<file path="src/rtl/adcthr_pkg.sv">
package adcthr_pkg;

  typedef enum logic [1:0] {
    TM_OFF    = 2'd0,
    TM_WINDOW = 2'd1,
    TM_CROSS  = 2'd2,
    TM_RSVD   = 2'd3
  } thr_mode_e;

  function automatic logic mode_event(thr_mode_e m, logic outside, logic crossed);
    case (m)
      TM_WINDOW: mode_event = outside;
      TM_CROSS:  mode_event = crossed;
      default:   mode_event = 1'b0;
    endcase
  endfunction

endpackage

</file>
<file path="src/rtl/adcthr_classify.sv">
module adcthr_classify
  import adcthr_pkg::*;
#(
  parameter int DW = 12
) (
  input  logic [DW-1:0] result,
  input  logic [DW-1:0] lo,
  input  logic [DW-1:0] hi,
  input  logic [DW-1:0] prev_result,
  input  logic          prev_valid,
  input  thr_mode_e     mode,
  output logic          hit
);
  logic below_now, above_now, below_prev, outside, crossed;

  always_comb begin
    below_now  = result < lo;
    above_now  = result > hi;
    below_prev = prev_result < lo;
    outside    = below_now | above_now;
    crossed    = prev_valid & (below_prev ^ below_now);
    hit        = mode_event(mode, outside, crossed);
  end
endmodule

</file>
<file path="src/rtl/adcthr_history.sv">
module adcthr_history #(
  parameter int NCH = 12,
  parameter int DW  = 12,
  localparam int CW = $clog2(NCH)
) (
  input  logic          clk,
  input  logic          rst_n,
  input  logic          upd_en,
  input  logic [CW-1:0] upd_ch,
  input  logic [DW-1:0] upd_val,
  output logic [DW-1:0] prev_res [NCH],
  output logic          prev_vld [NCH]
);
  for (genvar c = 0; c < NCH; c++) begin : g_ch
    logic          ch_en;
    logic [DW-1:0] res_d;
    logic          vld_d;

    always_comb begin
      ch_en = upd_en && (upd_ch == CW'(c));
      res_d = ch_en ? upd_val : prev_res[c];
      vld_d = ch_en | prev_vld[c];
    end

    always_ff @(posedge clk or negedge rst_n) begin
      if (!rst_n) begin
        prev_res[c] <= '0;
        prev_vld[c] <= 1'b0;
      end else if (ch_en) begin
        prev_res[c] <= res_d;
        prev_vld[c] <= vld_d;
      end
    end
  end
endmodule

</file>
<file path="src/rtl/adcthr_sticky.sv">
module adcthr_sticky #(
  parameter int W = 12
) (
  input  logic         clk,
  input  logic         rst_n,
  input  logic [W-1:0] set_vec,
  input  logic [W-1:0] clr_vec,
  output logic [W-1:0] q
);
  logic [W-1:0] q_d;
  logic         upd;

  always_comb begin
    q_d = (q & ~clr_vec) | set_vec;
    upd = (|set_vec) | (|clr_vec);
  end

  always_ff @(posedge clk or negedge rst_n) begin
    if (!rst_n)   q <= '0;
    else if (upd) q <= q_d;
  end
endmodule

</file>
<file path="src/rtl/adcthr_flag_unit.sv">
module adcthr_flag_unit
  import adcthr_pkg::*;
#(
  parameter int NCH = 12,
  parameter int DW  = 12,
  parameter int RW  = 32,
  localparam int CW = $clog2(NCH)
) (
  input  logic            clk,
  input  logic            rst_n,
  input  logic            conv_valid,
  input  logic [CW-1:0]   conv_chan,
  input  logic [DW-1:0]   conv_result,
  input  logic [DW-1:0]   thr_low,
  input  logic [DW-1:0]   thr_high,
  input  logic [2*NCH-1:0] mode_cfg,
  input  logic [NCH-1:0]  chan_ovr_in,
  input  logic [1:0]      seq_ovr_in,
  input  logic [1:0]      seq_done,
  input  logic            wr_en,
  input  logic [RW-1:0]   wr_data,
  output logic [RW-1:0]   rd_data,
  output logic            thr_irq,
  output logic            ovr_irq,
  output logic [1:0]      dma_trig
);
  localparam int OVR_LSB = NCH;
  localparam int SQO_LSB = 2 * NCH;
  localparam int SQD_LSB = 2 * NCH + 2;

  logic [1:0]    mode_arr [NCH];
  logic [DW-1:0] prev_res [NCH];
  logic          prev_vld [NCH];
  logic          ch_ok;
  logic [CW-1:0] sel_ch;
  logic          hit;
  logic [NCH-1:0] thr_set, thr_clr, thr_q;
  logic [1:0]     sqd_clr, sqd_q;

  for (genvar c = 0; c < NCH; c++) begin : g_mode
    assign mode_arr[c] = mode_cfg[2*c +: 2];
  end

  always_comb begin
    ch_ok  = conv_valid && (int'(conv_chan) < NCH);
    sel_ch = ch_ok ? conv_chan : '0;
  end

  adcthr_classify #(.DW(DW)) u_cls (
    .result      (conv_result),
    .lo          (thr_low),
    .hi          (thr_high),
    .prev_result (prev_res[sel_ch]),
    .prev_valid  (prev_vld[sel_ch]),
    .mode        (thr_mode_e'(mode_arr[sel_ch])),
    .hit         (hit)
  );

  adcthr_history #(.NCH(NCH), .DW(DW)) u_hist (
    .clk      (clk),
    .rst_n    (rst_n),
    .upd_en   (ch_ok),
    .upd_ch   (sel_ch),
    .upd_val  (conv_result),
    .prev_res (prev_res),
    .prev_vld (prev_vld)
  );

  always_comb begin
    thr_set = '0;
    if (ch_ok && hit) thr_set[sel_ch] = 1'b1;
    thr_clr = wr_en ? wr_data[NCH-1:0] : '0;
    sqd_clr = wr_en ? wr_data[SQD_LSB +: 2] : 2'b00;
  end

  adcthr_sticky #(.W(NCH)) u_thr (
    .clk     (clk),
    .rst_n   (rst_n),
    .set_vec (thr_set),
    .clr_vec (thr_clr),
    .q       (thr_q)
  );

  adcthr_sticky #(.W(2)) u_sqd (
    .clk     (clk),
    .rst_n   (rst_n),
    .set_vec (seq_done),
    .clr_vec (sqd_clr),
    .q       (sqd_q)
  );

  always_comb begin
    rd_data                   = '0;
    rd_data[NCH-1:0]          = thr_q;
    rd_data[OVR_LSB +: NCH]   = chan_ovr_in;
    rd_data[SQO_LSB +: 2]     = seq_ovr_in;
    rd_data[SQD_LSB +: 2]     = sqd_q;
    thr_irq  = |thr_q;
    ovr_irq  = (|chan_ovr_in) | (|seq_ovr_in);
    dma_trig = sqd_q;
  end
endmodule

</file>
<file path="config.mk">
export PLATFORM = sky130hd
export DESIGN_NAME = adcthr_flag_unit
export DESIGN_NICKNAME = d
export VERILOG_FILES = /design/src/rtl/adcthr_pkg.sv /design/src/rtl/adcthr_classify.sv /design/src/rtl/adcthr_history.sv /design/src/rtl/adcthr_sticky.sv /design/src/rtl/adcthr_flag_unit.sv
export SDC_FILE = /design/constraint.sdc
export NUM_CORES = 1
export LEC_CHECK = 0
export ABC_AREA = 1
export BUFFER_PORTS_ARGS = -buffer_cell sky130_fd_sc_hd__clkbuf_2
export CORE_ASPECT_RATIO = 1.75
export CORE_UTILIZATION = 30
export CTS_CLUSTER_DIAMETER = 200
export DETAILED_ROUTE_END_ITERATION = 8
export PLACE_DENSITY = 0.5
export SYNTH_ARGS = -nofsm -noshare
export SYNTH_HDL_FRONTEND = slang
export SYNTH_HIERARCHICAL = 1
export SYNTH_SLANG_ARGS = --single-unit
</file>
<file path="constraint.sdc">
create_clock -name clk -period 2.89 [get_ports clk]
set_input_delay 0.1445 -clock clk [delete_from_list [all_inputs] [get_ports clk]]
set_output_delay 0.1445 -clock clk [all_outputs]
set_load 0.03 [all_outputs]
</file>
## After elaboration in Yosys (flattened, before gate mapping)

Cells that the tools add are included.

| storage, ports and cells | value |
|---|---|
| bits in registers | 170 |
| input port bits | 116 |
| output and inout port bits | 36 |

| operators by class | value |
|---|---|
| $lt $le $gt $ge | 7 |
| equality and inequality tests | 13 |
| muxes and demuxes | 16 |
| bitwise logic cells | 25 |
| reduce and logical (&&, ||, !) cells | 23 |

Operator list:

| kind | count |
|---|---|
| $bmux W12 S4 | 1 |
| $mux W12 | 4 |
| $reduce_or A12 Y1 | 4 |
| $lt A12 B12 Y1 | 2 |
| $eq A4 B3 Y1 const B | 4 |
| $eq A4 B4 Y1 const B | 4 |
| $or A1 B1 Y1 | 16 |
| $logic_and A1 B1 Y1 | 15 |
| $and A12 B12 Y12 | 1 |
| $gt A12 B12 Y1 | 1 |
| $not A12 Y12 | 1 |
| $or A12 B12 Y12 | 1 |
| $bmux W2 S4 | 1 |
| $eq A4 B2 Y1 const B | 2 |
| $mux W2 | 3 |
| $reduce_or A2 Y1 | 3 |
| $ge A5 B5 Y1 const B | 1 |
| $lt A4 B5 Y1 const B | 1 |
| $not A4 Y5 | 1 |
| $bmux W1 S4 | 1 |
| $demux W1 S4 | 1 |
| $eq A4 B1 Y1 const B | 1 |
| $ge A4 B1 Y1 const B | 1 |
| $logic_not A4 Y1 | 1 |
| other kinds (11) | 13 |

## Logic depth before layout (Yosys ltp)

| depth | value |
|---|---|
| depth after elaboration | 15 |
| gate-level depth with buffers | 27 |
| depth with buffers taken out | 25 |

## Cells and area by module

Netlist, hierarchy kept.

Modules (own cells, without submodules):

| module | times used | cells each | area an instance (µm²) | seq. area each (µm²) |
|---|---|---|---|---|
| adcthr_history | 1 | 742 | 6,508.7 | 3,903.7 |
| adcthr_flag_unit | 1 | 584 | 2,422.3 | 0.0 |
| adcthr_classify | 1 | 172 | 1,012.2 | 0.0 |
| adcthr_sticky (u_thr) | 1 | 60 | 480.5 | 300.3 |
| adcthr_sticky (u_sqd) | 1 | 10 | 80.1 | 50.0 |

## Worst setup path after synthesis

OpenSTA, ideal clock, no wires.

| timing path | value |
|---|---|
| kind | input port to flip-flop |
| from | in conv_chan[2] |
| to | reg u_thr.q[11] |
| library setup time | 0.065 ns |
| arrival time | 2.310 ns |
| slack | 0.515 ns |
| stages | 23 |
| buffers on the path | 2 |
| path through | nand2_2 > nand3_2 > buf_4 > buf_2 > nand2_1 > nand2_1 > nand2_1 > nand2_1 > nand2_1 > nand3_1 > ha_1 > nand2_1 > nor2_1 > nand2_1 > nor2_1 > a21oi_1 > nand2_1 > nand3_1 > a21oi_2 > inv_1 > nor3_1 > inv_1 > nand2_1 |

| between the ends | value |
|---|---|
| longest elaborated chain between the ends | 15 |
| elaborated cells between the ends (all ways) | 29 |

RTL lines:

| item | line | source |
|---|---|---|
| start, declared | adcthr_flag_unit.sv:12 | `input logic [CW-1:0] conv_chan,` |
| $lt A4 B4 Y1 | adcthr_flag_unit.sv:45 | `ch_ok = conv_valid && (int'(conv_chan) < NCH);` |
| $logic_and A1 B1 Y1 | adcthr_flag_unit.sv:45 |  |
| $mux W4 (*) | adcthr_flag_unit.sv:46 | `sel_ch = ch_ok ? conv_chan : '0;` |
| $not A4 Y5 (implied by the code) (*) | adcthr_flag_unit.sv:53, adcthr_flag_unit.sv:54, adcthr_flag_unit.sv:55 |  |
| $bmux W12 S4 | adcthr_flag_unit.sv:53 | `.prev_result (prev_res[sel_ch]),` |
| $mux W12 (implied by the code) (2 in series) | adcthr_flag_unit.sv:53 |  |
| $lt A12 B12 Y1 | adcthr_classify.sv:19 | `below_prev = prev_result < lo;` |
| $xor A1 B1 Y1 | adcthr_classify.sv:21 | `crossed = prev_valid & (below_prev ^ below_now);` |
| $and A1 B1 Y1 | adcthr_classify.sv:21 |  |
| $pmux W1 S2 (*) | adcthr_pkg.sv:11 | `case (m)` |
| net hit | adcthr_flag_unit.sv:36 | `logic hit;` |
| $logic_and A1 B1 Y1 (*) | adcthr_flag_unit.sv:71 | `if (ch_ok && hit) thr_set[sel_ch] = 1'b1;` |
| $mux W12 (*) | adcthr_flag_unit.sv:71 |  |
| net thr_set[11] | adcthr_flag_unit.sv:37 | `logic [NCH-1:0] thr_set, thr_clr, thr_q;` |
| $reduce_or A12 Y1 | adcthr_sticky.sv:15 | `upd = (\|set_vec) \| (\|clr_vec);` |
| $or A1 B1 Y1 | adcthr_sticky.sv:15 |  |
| end signal, assigned | adcthr_sticky.sv:20 | `else if (upd) q <= q_d;` |
| end, declared | adcthr_sticky.sv:8 | `output logic [W-1:0] q` |

The timed path passes the listed nets; every way through them passes the cells marked *. The select of a mux whose other input is x is not followed.
A chain may end at the register's enable or synchronous reset.

## Worst setup path after layout

| timing path | value |
|---|---|
| from | reg u_hist/prev_res[95] (netlist name) |
| to | reg u_thr.q[3] |

| between the ends | value |
|---|---|
| longest elaborated chain between the ends | 11 |
| elaborated cells between the ends (all ways) | 12 |

RTL lines:

| item | line | source |
|---|---|---|
| start, declared | adcthr_history.sv:11 | `output logic [DW-1:0] prev_res [NCH],` |
| start signal, assigned by index | adcthr_history.sv:30 | `prev_res[c] <= res_d;` |
| $bmux W12 S4 (*) | adcthr_flag_unit.sv:53 |  |
| $mux W12 (implied by the code) (*) (2 in series) | adcthr_flag_unit.sv:53 |  |
| $lt A12 B12 Y1 (*) | adcthr_classify.sv:19 |  |
| $xor A1 B1 Y1 (*) | adcthr_classify.sv:21 |  |
| $and A1 B1 Y1 (*) | adcthr_classify.sv:21 |  |
| $pmux W1 S2 (*) | adcthr_pkg.sv:11 |  |
| net hit | adcthr_flag_unit.sv:36 |  |
| $logic_and A1 B1 Y1 (*) | adcthr_flag_unit.sv:71 |  |
| $mux W12 (*) | adcthr_flag_unit.sv:71 |  |
| net thr_set[3] | adcthr_flag_unit.sv:37 |  |
| $reduce_or A12 Y1 | adcthr_sticky.sv:15 |  |
| $or A1 B1 Y1 | adcthr_sticky.sv:15 |  |

Marks and branches as above.

==> impl_metrics.py <==
metrics = {
    "detailed_routing": {
        "ant_nets": 0,
        "drt_iter0_markers": 606,
        "first_pass_iters": 5,
        "viasPerCell": 4.607,
        "drt-total-wl_um": 34930,
        "wl_per_cell_um": 16.11,
        "drc": 0,
        "vias": 9989,
    },
    "finish": {
        "fillers": 3698,
        "final_util_pct": 36.24,
        "layout_common_cells": "888 x nand2_1, 170 x dfrtp_1, 146 x inv_1",
        "antenna_cells": 0,
        "seq_area_um2": 4254,
        "final_common_cell": "nand2_1",
        "areaGrowthSynthToFinish_pct": 18.89,
        "drive_above_1_share_pct": 15.93,
        "multi_input_area_um2": 5099,
        "stdcell_area_um2": 12490,
        "nNetsFinal": 1847,
    },
    "pwr": {
        "power_density_nw_per_um2": 581.6,
        "leakage_nw": 7.216,
        "swShare_pct": 33.10,
        "sequentialPowerShare_pct": 42.1,
        "ir_drop_v": 0.0003942,
        "power_w": 0.007263,
        "power_frac_comb_pct": 25.4,
        "pwr-share-clk_pct": 32.4,
        "p_switching_w": 0.002404,
        "p_int_w": 0.004859,
    },
    "placement": {
        "dpl.hpwl_um": 25490,
        "place.gp.congestion": 0.8368,
        "place_area_um2": 11800,
        "port_buffers": 129,
    },
    "synthesis": {
        "synth_area_um2": 10500,
        "async_flop_share_pct": 100.0,
        "syn-instance-count": 1568,
        "yosysTopAreaCell": "dfrtp_1",
        "ys.flop_type": "dfrtp_1",
        "synth-seq-cells": 170,
        "synth_top_area_share_pct": 40.50,
        "ys_seq_area_share_pct": 40.50,
        "avgSynthCellArea_um2": 6.699,
        "synth.area.top_cells": "dfrtp_1 41%, nand2_1 32%, inv_1 5.2%",
        "synth_warnings": 6,
        "synth_edf_count": 0,
        "synth_cell_types": 26,
    },
    "global_route": {
        "grt.overflow.total": 0,
        "grt_usage_pct": 20.22,
        "use_met1_pct": 21.95,
        "antenna_found_initial": 0,
        "grt_pass1_wl_um": 54570,
        "grt_max_degree": 83,
        "grt_use_met2_pct": 38.61,
        "globalRoute.busiestLayer": "met2",
        "met3_usage_pct": 2.475,
        "grt_pass1_vias": 9839,
    },
    "timing": {
        "period_share_pct": 88.40,
        "rsz0062_at_grt": "false",
        "fmax_ghz": 0.3914,
        "finalClockSkew_ns": 0.007293,
        "min_period_ns": 2.555,
        "worst_pin_slew_ns": 1.347,
        "setup_violations": 0,
        "finalHoldViolations": 0,
        "timing.slew.headroom_pct": 9.890,
        "slew_viol_final": 0,
    },
    "floorplanning": {
        "start_util_pct": 30.48,
        "die_x_um": 143.4,
        "die_area_um2": 35790,
        "die_h_um": 249.5,
        "coreArea_um2": 34460,
        "ioPinCount": 152,
        "row_count": 90,
    },
    "cts": {
        "clk_latency_ns": 0.44,
        "cts_sinks": 170,
        "cts_buffers": 17,
        "cts-root-buf": "clkbuf_16",
        "cts.path.max_buffers": 2,
        "h-tree-depth": 4,
        "clk_pin_slew_worst_paths_ns": 0.07,
        "cts_tree": "done",
    },
    "critical_path": {
        "criticalPathCategory": "flip-flop to flip-flop",
        "critPathMaxFanout": 4,
        "critPathArrivalTime_ns": 2.94,
        "critical_path_required_ns": 3.27,
        "crit_path_start_kind": "flip-flop",
        "cp-end-kind": "flip-flop",
        "reg2reg_depth": 19,
        "reg2reg_slack_ns": 0.34,
    },
    "status": {
        "status": "finished clean",
    },
    "hold_path": {
        "hold-path-cell-count": 6,
        "worstHoldPathType": "input pin to flip-flop",
    },
    "flow_run": {
        "drv_cap": 0,
    },
}
[layer usage]
metal | up-vias | wire (µm)
met3 | 49 | 1144
met5 | - | 0
met2 | 235 | 18860
met1 | 4708 | 13820
met4 | 0 | 1099
li1 | 4997 | -
[worst paths after layout]
kind / start / endpoint
setup reg to reg: u_hist/prev_res[95] / u_thr/q[3]
hold reg to reg: u_hist/prev_vld[3] / u_hist/prev_vld[3]
max in group asynchronous: rst_n / u_hist/prev_res[21]
min in group asynchronous: rst_n / u_hist/prev_res[42]
hold / removal: wr_data[27] / u_sqd/q[1]
setup / recovery: u_hist/prev_res[95] / u_thr/q[3]
[kinds of logic after synthesis]
family	after synthesis	share of synthesized area, %
adder cells (fa/ha/maj)	36	4.288
buffers and inverters	264	11.33
other	1	0.03570
AND/OR/NAND/NOR	1030	39.32
flip-flops	170	40.50
AO/OA/AOI/OAI	67	4.527
[synthesized netlist by cell type, types with 2 or more instances]
cell type / number
nand2_1: 888
dfrtp_1: 170
inv_1: 146
nand4_1: 55
o21bai_1: 52
buf_2: 48
ha_1: 36
buf_4: 31
nand3_1: 31
nor2_1: 23
clkbuf_1: 22
a21oi_1: 12
inv_2: 12
nor2_2: 11
nand2_2: 9
nor4_1: 6
nor3_1: 4
buf_6: 3
nand3_2: 2
[cell type report]
type	instances	area share (%)
Timing Repair Buffer	210	10.95
Sequential cell	170	34.06
Inverter	159	4.779
Clock inverter	13	1.142
Multi-Input combinational cell	1137	40.83
Clock buffer	19	3.627
Tap cell	460	4.609
[sequential cells by signal (all words and copies together) (netlist names)]
name,count
u_hist/prev_res,144
u_thr/q,12
u_sqd/q,2
u_hist/prev_vld,12
[per-stage QoR]
step           std cells  hold WS (ns)  TNS [ns]  setup WS, ns
4_1_cts             2168    0.00006337         0        0.2586
5_1_grt             2168       0.04052         0       0.03068
3_3_place_gp        2128        0.2678   -0.8506       -0.1219
3_5_place_dp        2128        0.2768   -0.7860       -0.1037
2_1_floorplan       1571       -0.1511         0        0.5151
6_report            2168       0.01242         0        0.3353
[critical path: stages (launching register included)]
cell and delay [ns]:
dfrtp_1 0.38, nand2_1 0.07, nand2_1 0.05, nand2_1 0.05, nand2_1 0.07, nand2_1 0.11
nand3_1 0.10, ha_1 0.31, nand2_1 0.08, nor2_2 0.16, nand2_1 0.06, nor2_1 0.17
a21oi_1 0.09, nand2_1 0.07, nand3_1 0.11, a21oi_4 0.20, inv_1 0.09, nor3_1 0.20
inv_1 0.06, nand2_1 0.06
[power groups by stage]
stage	clock network (W)	registers, W	logic, W
detailed placement	0	0.00310	0.00184
CTS	0.00241	0.00306	0.00185
global route	0.00251	0.00311	0.00212
global placement	0	0.00310	0.00181
floorplan	0	0.00306	0.00125
finish	0.00236	0.00306	0.00185
[what timing repair did]
action,4_1_cts,5_1_grt
hold buffers,8,0
gates resized for setup,0,2
hold endpoints to repair,86,0
endpoints found under the setup margin,0,3
setup buffers,0,0
(Power assumes the default switching activity.)
